`config.mk`:
```
export PLATFORM = sky130hd
export DESIGN_NAME = sleep_ctl
export DESIGN_NICKNAME = d
export VERILOG_FILES = /design/src/rtl/sleep_ctl_pkg.sv /design/src/rtl/sleep_wake_sync.sv /design/src/rtl/sleep_regs.sv /design/src/rtl/sleep_seq.sv /design/src/rtl/sleep_ctl.sv
export SDC_FILE = /design/constraint.sdc
export NUM_CORES = 1
export LEC_CHECK = 0
export CAP_MARGIN = 20
export CORE_ASPECT_RATIO = 0.7
export CORE_MARGIN = 2
export CORE_UTILIZATION = 40
export CTS_CLUSTER_DIAMETER = 80
export DETAILED_ROUTE_END_ITERATION = 12
export PLACE_DENSITY = 0.75
export SLEW_MARGIN = 0
export SYNTH_ARGS = -nofsm -noshare
export SYNTH_HDL_FRONTEND = slang
export SYNTH_SLANG_ARGS = --single-unit
```
`constraint.sdc`:
```
create_clock -name clk -period 3.5 [get_ports clk]
set_clock_uncertainty 0.2 [all_clocks]
set_input_delay 0.7 -clock clk [delete_from_list [all_inputs] [get_ports clk]]
set_output_delay 0.7 -clock clk [all_outputs]
set_load 0.02 [all_outputs]
```
`src/rtl/sleep_ctl_pkg.sv`:
```
package sleep_ctl_pkg;

  localparam int WAKE_LINES = 4;

  typedef enum logic [1:0] {
    MODE_NONE    = 2'b00,
    MODE_CLKSUSP = 2'b01,
    MODE_PWRDN   = 2'b10,
    MODE_STBY    = 2'b11
  } sleep_mode_e;

  typedef enum logic [2:0] {
    ST_RUN,
    ST_CLK_SLP,
    ST_PD_OFF,
    ST_SB_FRZ,
    ST_SB_SAVE,
    ST_SB_OFF,
    ST_HOLD,
    ST_SB_REST
  } seq_state_e;

  localparam logic [1:0] ADDR_CFG  = 2'd0;
  localparam logic [1:0] ADDR_STAT = 2'd1;
  localparam logic [1:0] ADDR_CMD  = 2'd2;

  localparam int MODE_LSB = 0;
  localparam int EN_LSB   = 4;
  localparam int DIV_LSB  = 8;
  localparam int WOKE_BIT = 8;

  // any enabled line high
  function automatic logic any_enabled(input logic [WAKE_LINES-1:0] lvl,
                                       input logic [WAKE_LINES-1:0] en);
    return |(lvl & en);
  endfunction

  // write-one-to-clear with set taking priority
  function automatic logic [WAKE_LINES-1:0] w1c_next(input logic [WAKE_LINES-1:0] cur,
                                                     input logic [WAKE_LINES-1:0] set,
                                                     input logic [WAKE_LINES-1:0] clr);
    return (cur & ~clr) | set;
  endfunction

endpackage

```
`src/rtl/sleep_wake_sync.sv`:
```
module sleep_wake_sync #(
  parameter int WIDTH  = 4,
  parameter int STAGES = 2
) (
  input  logic             clk,
  input  logic             rst_n,
  input  logic [WIDTH-1:0] async_in,
  output logic [WIDTH-1:0] sync_out
);

  logic [WIDTH-1:0] stage_q [STAGES];

  generate
    for (genvar s = 0; s < STAGES; s++) begin : g_stage
      if (s == 0) begin : g_first
        always_ff @(posedge clk or negedge rst_n) begin
          if (!rst_n) stage_q[s] <= '0;
          else        stage_q[s] <= async_in;
        end
      end else begin : g_next
        always_ff @(posedge clk or negedge rst_n) begin
          if (!rst_n) stage_q[s] <= '0;
          else        stage_q[s] <= stage_q[s-1];
        end
      end
    end
  endgenerate

  assign sync_out = stage_q[STAGES-1];

endmodule

```
`src/rtl/sleep_regs.sv`:
```
module sleep_regs
  import sleep_ctl_pkg::*;
#(
  parameter int DW     = 16,
  parameter int AW     = 2,
  parameter int DIV_W  = 8
) (
  input  logic                  clk,
  input  logic                  rst_n,
  input  logic                  reg_we,
  input  logic [AW-1:0]         reg_addr,
  input  logic [DW-1:0]         reg_wdata,
  output logic [DW-1:0]         reg_rdata,
  input  logic [WAKE_LINES-1:0] src_set,
  input  logic                  woke_set,
  output sleep_mode_e           mode,
  output logic [WAKE_LINES-1:0] wake_en,
  output logic [DIV_W-1:0]      div,
  output logic                  cmd_sleep
);

  logic [1:0]            mode_q;
  logic [WAKE_LINES-1:0] en_q;
  logic [DIV_W-1:0]      div_q;
  logic [WAKE_LINES-1:0] src_q;
  logic                  woke_q;

  logic wr_cfg, wr_stat;
  logic [WAKE_LINES-1:0] src_clr;
  logic                  woke_clr;

  assign wr_cfg   = reg_we && (reg_addr == AW'(ADDR_CFG));
  assign wr_stat  = reg_we && (reg_addr == AW'(ADDR_STAT));
  assign cmd_sleep = reg_we && (reg_addr == AW'(ADDR_CMD)) && reg_wdata[0];
  assign src_clr  = wr_stat ? reg_wdata[WAKE_LINES-1:0] : '0;
  assign woke_clr = wr_stat && reg_wdata[WOKE_BIT];

  always_ff @(posedge clk or negedge rst_n) begin
    if (!rst_n) begin
      mode_q <= 2'b00;
      en_q   <= '0;
      div_q  <= '0;
    end else if (wr_cfg) begin
      mode_q <= reg_wdata[MODE_LSB +: 2];
      en_q   <= reg_wdata[EN_LSB +: WAKE_LINES];
      div_q  <= reg_wdata[DIV_LSB +: DIV_W];
    end
  end

  always_ff @(posedge clk or negedge rst_n) begin
    if (!rst_n) begin
      src_q  <= '0;
      woke_q <= 1'b0;
    end else begin
      src_q  <= w1c_next(src_q, src_set, src_clr);
      woke_q <= woke_set | (woke_q & ~woke_clr);
    end
  end

  always_comb begin
    reg_rdata = '0;
    case (reg_addr)
      AW'(ADDR_CFG): begin
        reg_rdata[MODE_LSB +: 2]        = mode_q;
        reg_rdata[EN_LSB +: WAKE_LINES] = en_q;
        reg_rdata[DIV_LSB +: DIV_W]     = div_q;
      end
      AW'(ADDR_STAT): begin
        reg_rdata[WAKE_LINES-1:0] = src_q;
        reg_rdata[WOKE_BIT]       = woke_q;
      end
      default: reg_rdata = '0;
    endcase
  end

  assign mode    = sleep_mode_e'(mode_q);
  assign wake_en = en_q;
  assign div     = div_q;

endmodule

```
`src/rtl/sleep_seq.sv`:
```
module sleep_seq
  import sleep_ctl_pkg::*;
#(
  parameter int RST_HOLD_CYC = 8
) (
  input  logic        clk,
  input  logic        rst_n,
  input  logic        cmd_sleep,
  input  sleep_mode_e mode,
  input  logic        wake_evt,
  input  logic        xfer_done,
  output logic        pll_freeze,
  output logic        pwr_off_req,
  output logic        chip_rst_hold,
  output logic        xfer_req,
  output logic        xfer_dir,
  output logic        woke_set,
  output logic        wake_pend
);

  localparam int CNT_W = $clog2(RST_HOLD_CYC + 1);

  seq_state_e  state_q, state_d;
  sleep_mode_e mode_q;
  logic        pend_q, pend_d;
  logic [CNT_W-1:0] cnt_q;
  logic        hold_last;
  logic        enter_hold;

  function automatic logic hold_over(input logic [CNT_W-1:0] c);
    return c == CNT_W'(RST_HOLD_CYC - 1);
  endfunction

  assign hold_last = (state_q == ST_HOLD) && hold_over(cnt_q);

  always_comb begin
    state_d = state_q;
    pend_d  = pend_q;
    case (state_q)
      ST_RUN: begin
        pend_d = 1'b0;
        if (cmd_sleep) begin
          case (mode)
            MODE_CLKSUSP: state_d = ST_CLK_SLP;
            MODE_PWRDN:   state_d = ST_PD_OFF;
            MODE_STBY:    state_d = ST_SB_FRZ;
            default:      state_d = ST_RUN;
          endcase
        end
      end
      ST_CLK_SLP: if (wake_evt) state_d = ST_RUN;
      ST_PD_OFF:  if (wake_evt) state_d = ST_HOLD;
      ST_SB_FRZ:  state_d = ST_SB_SAVE;
      ST_SB_SAVE: begin
        if (wake_evt) pend_d = 1'b1;
        if (xfer_done) state_d = ST_SB_OFF;
      end
      ST_SB_OFF: begin
        if (wake_evt || pend_q) begin
          state_d = ST_HOLD;
          pend_d  = 1'b0;
        end
      end
      ST_HOLD: if (hold_last) state_d = (mode_q == MODE_STBY) ? ST_SB_REST : ST_RUN;
      ST_SB_REST: if (xfer_done) state_d = ST_RUN;
      default: state_d = ST_RUN;
    endcase
  end

  assign enter_hold = (state_d == ST_HOLD) && (state_q != ST_HOLD);

  always_ff @(posedge clk or negedge rst_n) begin
    if (!rst_n) begin
      state_q <= ST_RUN;
      mode_q  <= MODE_NONE;
      pend_q  <= 1'b0;
      cnt_q   <= '0;
    end else begin
      state_q <= state_d;
      pend_q  <= pend_d;
      if (state_q == ST_RUN && cmd_sleep) mode_q <= mode;
      if (state_q != ST_HOLD) cnt_q <= '0;
      else if (!hold_last)    cnt_q <= cnt_q + 1'b1;
    end
  end

  assign pll_freeze = (state_q == ST_CLK_SLP) || (state_q == ST_SB_FRZ) ||
                      (state_q == ST_SB_SAVE) || (state_q == ST_SB_OFF) ||
                      (state_q == ST_SB_REST) ||
                      ((state_q == ST_HOLD) && (mode_q == MODE_STBY));
  assign pwr_off_req   = (state_q == ST_PD_OFF) || (state_q == ST_SB_OFF);
  assign chip_rst_hold = (state_q == ST_HOLD) || (state_q == ST_SB_REST);
  assign xfer_req      = (state_q == ST_SB_SAVE) || (state_q == ST_SB_REST);
  assign xfer_dir      = (state_q == ST_SB_REST);
  assign woke_set      = enter_hold;
  assign wake_pend     = pend_q;

endmodule

```
`src/rtl/sleep_ctl.sv`:
```
module sleep_ctl
  import sleep_ctl_pkg::*;
#(
  parameter int DW           = 16,
  parameter int AW           = 2,
  parameter int DIV_W        = 8,
  parameter int SYNC_STAGES  = 2,
  parameter int RST_HOLD_CYC = 8
) (
  input  logic                  clk,
  input  logic                  rst_n,
  input  logic                  reg_we,
  input  logic [AW-1:0]         reg_addr,
  input  logic [DW-1:0]         reg_wdata,
  output logic [DW-1:0]         reg_rdata,
  input  logic [WAKE_LINES-1:0] wake_in,
  output logic                  wake_irq,
  output logic                  pll_freeze,
  output logic                  pwr_off_req,
  output logic                  chip_rst_hold,
  output logic                  xfer_req,
  output logic                  xfer_dir,
  output logic [DIV_W-1:0]      xfer_div,
  input  logic                  xfer_done
);

  logic [WAKE_LINES-1:0] wake_sync;
  logic [WAKE_LINES-1:0] wake_en;
  logic [WAKE_LINES-1:0] src_set;
  sleep_mode_e           mode;
  logic                  cmd_sleep;
  logic                  wake_evt;
  logic                  woke_set;
  logic                  wake_pend;

  sleep_wake_sync #(.WIDTH(WAKE_LINES), .STAGES(SYNC_STAGES)) u_sync (
    .clk      (clk),
    .rst_n    (rst_n),
    .async_in (wake_in),
    .sync_out (wake_sync)
  );

  assign src_set  = wake_sync & wake_en;
  assign wake_evt = any_enabled(wake_sync, wake_en);
  assign wake_irq = wake_evt;

  sleep_regs #(.DW(DW), .AW(AW), .DIV_W(DIV_W)) u_regs (
    .clk       (clk),
    .rst_n     (rst_n),
    .reg_we    (reg_we),
    .reg_addr  (reg_addr),
    .reg_wdata (reg_wdata),
    .reg_rdata (reg_rdata),
    .src_set   (src_set),
    .woke_set  (woke_set),
    .mode      (mode),
    .wake_en   (wake_en),
    .div       (xfer_div),
    .cmd_sleep (cmd_sleep)
  );

  sleep_seq #(.RST_HOLD_CYC(RST_HOLD_CYC)) u_seq (
    .clk           (clk),
    .rst_n         (rst_n),
    .cmd_sleep     (cmd_sleep),
    .mode          (mode),
    .wake_evt      (wake_evt),
    .xfer_done     (xfer_done),
    .pll_freeze    (pll_freeze),
    .pwr_off_req   (pwr_off_req),
    .chip_rst_hold (chip_rst_hold),
    .xfer_req      (xfer_req),
    .xfer_dir      (xfer_dir),
    .woke_set      (woke_set),
    .wake_pend     (wake_pend)
  );

endmodule

```
==> results of run 1 <==
==> cells in the mapped netlist, drive strengths merged (3+ instances only) <==
master / count / share of area
dfrtp: 37 / 0.54
and2: 16 / 0.059
mux2: 15 / 0.099
nand2: 15 / 0.033
nor2: 9 / 0.020
o21ai: 7 / 0.020
a21oi: 6 / 0.018
a22o: 4 / 0.020
buf: 4 / 0.017
inv: 4 / 0.0088
nand2b: 4 / 0.015
nand3: 4 / 0.012
mux2i: 3 / 0.018
==> final cells by class <==
cell class                      instances  area (µm²)
Fill cell                             325        1600
Sequential cell                        37         926
Multi-Input combinational cell        107         733
Timing Repair Buffer                   58         573
Clock buffer                            7        96.3
Tap cell                               52        65.1
Inverter                                4        15.0
Clock inverter                          1        5.00
==> cells by family after synthesis <==
group,count (synthesis),synth area share
AND/OR/NAND/NOR,62,0.199
flip-flops,37,0.541
AO/OA/AOI/OAI,25,0.101
multiplexers,18,0.116
buffers and inverters,10,0.0300
XOR/XNOR,1,0.00512
adder cells (fa/ha/maj),1,0.00731
==> sequential cells by signal, indices dropped and copies added, names as in the netlist <==
name / flops
u_regs.mode: 2
u_seq.state_q: 3
u_regs.woke_q: 1
u_seq.mode_q: 2
u_regs.wake_en: 4
u_sync.stage_q: 4
u_regs.src_q: 4
u_regs.div: 8
u_sync.sync_out: 4
u_seq.wake_pend: 1
u_seq.cnt_q: 4
==> worst max-delay path, stage by stage <==
cell and delay (ns):
sky130_fd_sc_hd__clkdlybuf4s50_1 0.52, sky130_fd_sc_hd__nor2_1 0.14, sky130_fd_sc_hd__buf_4 0.17, sky130_fd_sc_hd__and2_1 0.14
sky130_fd_sc_hd__clkdlybuf4s50_1 0.63
==> path summary, 6_finish.rpt <==
path | start | to | slack (ns) | cells after the start
setup / recovery | reg_addr[1] | reg_rdata[4] | 0.30 | 5
hold / removal | u_sync.stage_q[7] | u_sync.sync_out[3] | 0.15 | 0
setup reg to reg | u_seq.state_q[0] | u_seq.mode_q[1] | 1.69 | 3
hold reg to reg | u_sync.stage_q[7] | u_sync.sync_out[3] | 0.15 | 0
max in group asynchronous | rst_n | u_regs.woke_q | 2.14 | 2
min in group asynchronous | rst_n | u_regs.div[6] | 0.63 | 2
==> routing by layer <==
metal	GRT usage	vias to the layer above	share of wire
met5	0	-	0
li1	-	656	-
met1	0.244	656	0.46
met3	0.0475	2	0.042
met2	0.282	36	0.49
met4	0.0690	0	0.0070
==> power by group through the flow <==
stage	clock, mW	combinational (mW)	sequential [mW]
after floorplan	0	0.333	0.606
after global placement	0	0.539	0.625
after detailed placement	0	0.554	0.633
after CTS	0.333	0.554	0.626
after global routing	0.352	0.601	0.644
final	0.318	0.551	0.627
==> results.txt, run 1 <==
----------------------------------------------------
[Outcome]
  Result of the run ... complete, no violations

[Timing]
  Relative slew slack ... 0.559
  Min cycle time layout ... 3.20 ns
  Number of pins with negative max-slew slack in the final report ... 0
  Least-Margin Pin Slew ... 0.662 ns
  Part of the cycle the worst path needs ... 0.915
  Final Hold Violating Endpoints ... 0
  Fin worst setup slack ... 0.296 ns
  Unrepaired setup endpoints after global routing ... false
  Number of endpoints failing setup at the final stage ... 0
  Total negative setup slack ... 0 ns
  Final-layout worst hold slack ... 0.149 ns
  Timing-limited maximum frequency ... 312 MHz

[Layout]
  Fraction of layout instances using a drive strength above 1 ... 0.140
  Summed area of non-filler cells in the final layout ... between 2000 and 2500 µm²
  Finished Layout Cells ... 266
  Final layout net count ... 240
  Antenna diode count ... 0
  Layout overhead on the synthesized area ... 41.1%
  Most common cell after layout, fill and taps aside ... sky130_fd_sc_hd__clkdlybuf4s50_1
  Utilization after layout ... 0.601
  Top library cells by usage in the layout, fill and taps aside ... 55 x sky130_fd_sc_hd__clkdlybuf4s50_1, 37 x sky130_fd_sc_hd__dfrtp_1, 16 x sky130_fd_sc_hd__and2_1

[Worst setup path]
  Worst setup EP type ... output port
  Critical path launch point type ... input port
  Worst-path fanout max ... 12
  Required @ worst endpoint ... 2.60 ns
  Data arrival time of the critical path ... between 2 and 2.5 ns
  Setup Crit Path Kind ... in2out

[Clock tree]
  Post-CTS sizing ... 0
  TritonCTS clock tree ... done
  Hold-fix buffers at CTS ... 0
  Clock-pin slew reported for the worst setup and hold paths after clock tree synthesis ... approximately 0.07 ns
  CTS buffer count ... 5
  Number of buffers on the longest clock path ... 2
  Buffer count from post-CTS setup fixing ... 0
  Clk sink count ... 37
  Root buffer selected by CTS ... sky130_fd_sc_hd__clkbuf_8
  H-tree levels ... 2
  Latest clock arrival within the worst-skew pair ... 0.28 ns

[Synth]
  Number of nets produced by synthesis ... 181
  Share of synthesized area occupied by flip-flops and latches ... 0.541
  Post-synth design cell area ... around 1700 µm²
  Average cell area after synthesis ... about 11 µm²
  Number of enable-type register cells in the synthesized netlist ... 0
  #FFs+latches synth ... 37
  Predominant post-synthesis flop cell ... sky130_fd_sc_hd__dfrtp_1
  Async set or reset register ratio after synthesis ... 1.00
  Synthesized instance count ... ~150
  Yosys Warn Count ... 0
  Yosys cell types ... 37

[Placed design]
  Post-placement worst setup slack ... ~0.29 ns
  Post-Place Cells ... 258
  I/O Buffers ... 55
  Placed cell area ... 2310 µm²
  Routability congestion estimate from global placement ... 0.846
  Half-perimeter wire length of the detailed placement result ... around 3 mm

[Global route]
  Global-route wire length before repair ... roughly 6.5 mm
  Tot GR Track Use ... 0.181
  Pin count of the biggest net entering global routing ... 38
  Aggregate global routing overflow ... 0
  Vias in the first global route ... 1381
  Antenna violations before repair ... 0

[Power]
  P_int ... 0.978 mW
  Switching Fraction ... 0.346
  Total design power ... about 1.5 mW
  Share of power burned in combinational logic ... 0.369
  Peak supply drop ... 0.305 mV
  Switching power ... 0.518 mW
  Clock power share ... 0.213
  Total power per unit cell area ... 620 nW/µm²
  Leakage Power ... 1.03 nW
  Part of the total power dissipated in sequential elements ... 0.419

[Hold path]
  Type of the most critical hold path ... reg2reg

[Die]
  Count of standard-cell rows ... 19
  Die width ... 82.2 µm
  Floorplan die height ... 58.7 µm
  Placeable core region ... 4020 µm²
  Starting density of the core ... 0.426
  IO Count ... 56
  Die ar. ... about 4800 µm²

[Routing]
  Via Count ... 1350
  Total iterations of the first detailed-routing run ... 4
  DRT antenna net count ... 0
  DRC violation total after the first TritonRoute iteration ... 96
  Final WL ... 3.86 mm
  Vias per inst ... 5.08
  DRC viols ... 0
  Wire length per cell ... 14.5 µm

[Flow run]
  Number of maximum-capacitance constraint violations ... 0

----------------------------------------------------
Note: power is estimated with default switching activity, not from simulation.
==> inputs of run 2 (changes only) <==
CORE_ASPECT_RATIO = default   (was 0.7)
==> results.txt, run 2 (synthesis gave the netlist of run 1 again) <==
----------------------------------------------------
[Hold path]
  Cell depth of the worst min-delay path ... 0
  Type of the most critical hold path ... reg2reg

[Timing]
  Final Hold Violating Endpoints ... 0
  Timing-limited maximum frequency ... 316 MHz
  Unrepaired setup endpoints after global routing ... false
  Part of the cycle the worst path needs ... 0.905
  Total negative setup slack ... 0 ns
  Min cycle time layout ... 3.17 ns
  Number of endpoints failing setup at the final stage ... 0
  Least-Margin Pin Slew ... a little under 0.7 ns
  Fin worst setup slack ... 0.331 ns
  Relative slew slack ... 0.550
  Number of pins with negative max-slew slack in the final report ... 0

[Worst setup path]
  Critical path startpoint ... reg_addr[1]
  Register-to-register path setup slack ... approximately 1.7 ns
  Setup Crit Path Kind ... in2out
  Beginning of the worst register-to-register path ... u_seq.state_q[0]
  Required @ worst endpoint ... 2.60 ns
  Worst path slowest cell ... sky130_fd_sc_hd__clkdlybuf4s50_1
  Cell count along the critical path ... 5
  Worst path buffer plus inverter count ... 3
  Worst setup EP type ... output port
  Capture point of the worst reg-to-reg path ... u_seq.mode_q[1]
  Most frequent cell on the critical path ... sky130_fd_sc_hd__clkdlybuf4s50_1
  Worst-path fanout max ... 12
  Critical path launch point type ... input port
  End of the critical path ... reg_rdata[5]
  Largest delay share family, worst path ... buffers and inverters
  Data arrival time of the critical path ... approximately 2.3 ns
  Worst reg2reg path depth ... 3
  Ordered list of cells on the worst path ... clkdlybuf4s50_1 > nor2_1 > buf_4 > and2_1 > clkdlybuf4s50_1
  Delay of the slowest cell on the worst path ... 0.60 ns

[Layout]
  Layout overhead on the synthesized area ... 41.8%
  Fraction of layout instances using a drive strength above 1 ... 0.136
  Final layout net count ... 240
  Max FFs per register ... 8
  Antenna diode count ... 0
  Most common cell after layout, fill and taps aside ... sky130_fd_sc_hd__clkdlybuf4s50_1
  Top library cells by usage in the layout, fill and taps aside ... 55 x sky130_fd_sc_hd__clkdlybuf4s50_1, 37 x sky130_fd_sc_hd__dfrtp_1, 16 x sky130_fd_sc_hd__and2_1

[Routing]
  Total iterations of the first detailed-routing run ... 4
  Vias per inst ... 5.01
  Via Count ... 1322
  DRC violation total after the first TritonRoute iteration ... 57
  Final WL ... ~3.6 mm
  Wire length per cell ... approximately 14 µm
  DRC viols ... 0
  DRT antenna net count ... 0

[Clock tree]
  CTS buffer count ... 5
  TritonCTS clock tree ... done
  H-tree levels ... 2
  Buffer count from post-CTS setup fixing ... 0
  Clk sink count ... 37
  Number of buffers on the longest clock path ... 2
  Root buffer selected by CTS ... sky130_fd_sc_hd__clkbuf_8
  Latest clock arrival within the worst-skew pair ... 0.28 ns
  Post-CTS sizing ... 0
  Clock-pin slew reported for the worst setup and hold paths after clock tree synthesis ... 0.07 ns
  Hold-fix buffers at CTS ... 0

[Die]
  IO Count ... 56
  Placeable core region ... 4060 µm²
  Starting density of the core ... 0.422
  Die ar. ... between 4000 and 5000 µm²
  Count of standard-cell rows ... 23
  Die width ... between 60 and 70 µm
  Floorplan die height ... 69.4 µm

[Power]
  Leakage Power ... approximately 1.0 nW
  Total power per unit cell area ... between 600 and 700 nW/µm²
  Peak supply drop ... 0.306 mV

[Global route]
  Pin count of the biggest net entering global routing ... 38
  Global-route wire length before repair ... 6.22 mm
  Antenna violations before repair ... 0
  Vias in the first global route ... 1294
  Aggregate global routing overflow ... 0
  Tot GR Track Use ... 0.164

[Placed design]
  Post-placement worst setup slack ... 0.342 ns
  Routability congestion estimate from global placement ... 0.785
  Half-perimeter wire length of the detailed placement result ... 2.67 mm
  I/O Buffers ... 55

[Outcome]
  Result of the run ... complete, no violations

[Flow run]
  Number of maximum-capacitance constraint violations ... 0

----------------------------------------------------
run 2: cell type report:
| type | instances | area (µm²) |
|---|---|---|
| Sequential cell | 37 | 926 |
| Fill cell | 367 | 1630 |
| Inverter | 4 | 15.0 |
| Timing Repair Buffer | 58 | 573 |
| Clock inverter | 1 | 30.0 |
| Clock buffer | 7 | 86.3 |
| Multi-Input combinational cell | 107 | 733 |
| Tap cell | 50 | 62.6 |
run 2: report_power, final:
group          internal (mW)  total, mW  leakage (nW)  switching, mW
sequential             0.519      0.625         0.435          0.106
combinational          0.282      0.541         0.544          0.260
clock                  0.232      0.374        0.0585          0.141
run 2: per-layer routing:
| metal | vias to the layer above | GRT usage | wire, µm |
|---|---|---|---|
| met5 | - | 0 | 0 |
| met2 | 32 | 0.245 | 1690 |
| met1 | 637 | 0.222 | 1670 |
| met4 | 0 | 0.0654 | 54 |
| met3 | 4 | 0.0509 | 157 |
| li1 | 649 | - | - |
run 2: worst min path at each step:
stage	start	end	slack, ns
after global routing	u_sync.stage_q[5]	u_sync.sync_out[1]	0.16
after floorplan	u_sync.stage_q[4]	u_sync.sync_out[0]	0.13
after global placement	u_sync.stage_q[6]	u_sync.sync_out[2]	0.13
after CTS	u_sync.stage_q[7]	u_sync.sync_out[3]	0.15
after detailed placement	u_sync.stage_q[4]	u_sync.sync_out[0]	0.14
final	u_sync.stage_q[7]	u_sync.sync_out[3]	0.15
run 2: metrics by stage:
step                      area (µm²)   util  power [mW]  hold slack (ns)  instances
after floorplan                 1710      -       0.939            0.131        154
after global placement          2310  0.569        1.17            0.133        256
after detailed placement        2310  0.569        1.18            0.136        256
after CTS                       2430  0.598        1.56            0.151        264
after global routing            2430  0.598        1.65            0.161        264
final                           2430  0.598        1.54            0.146        264
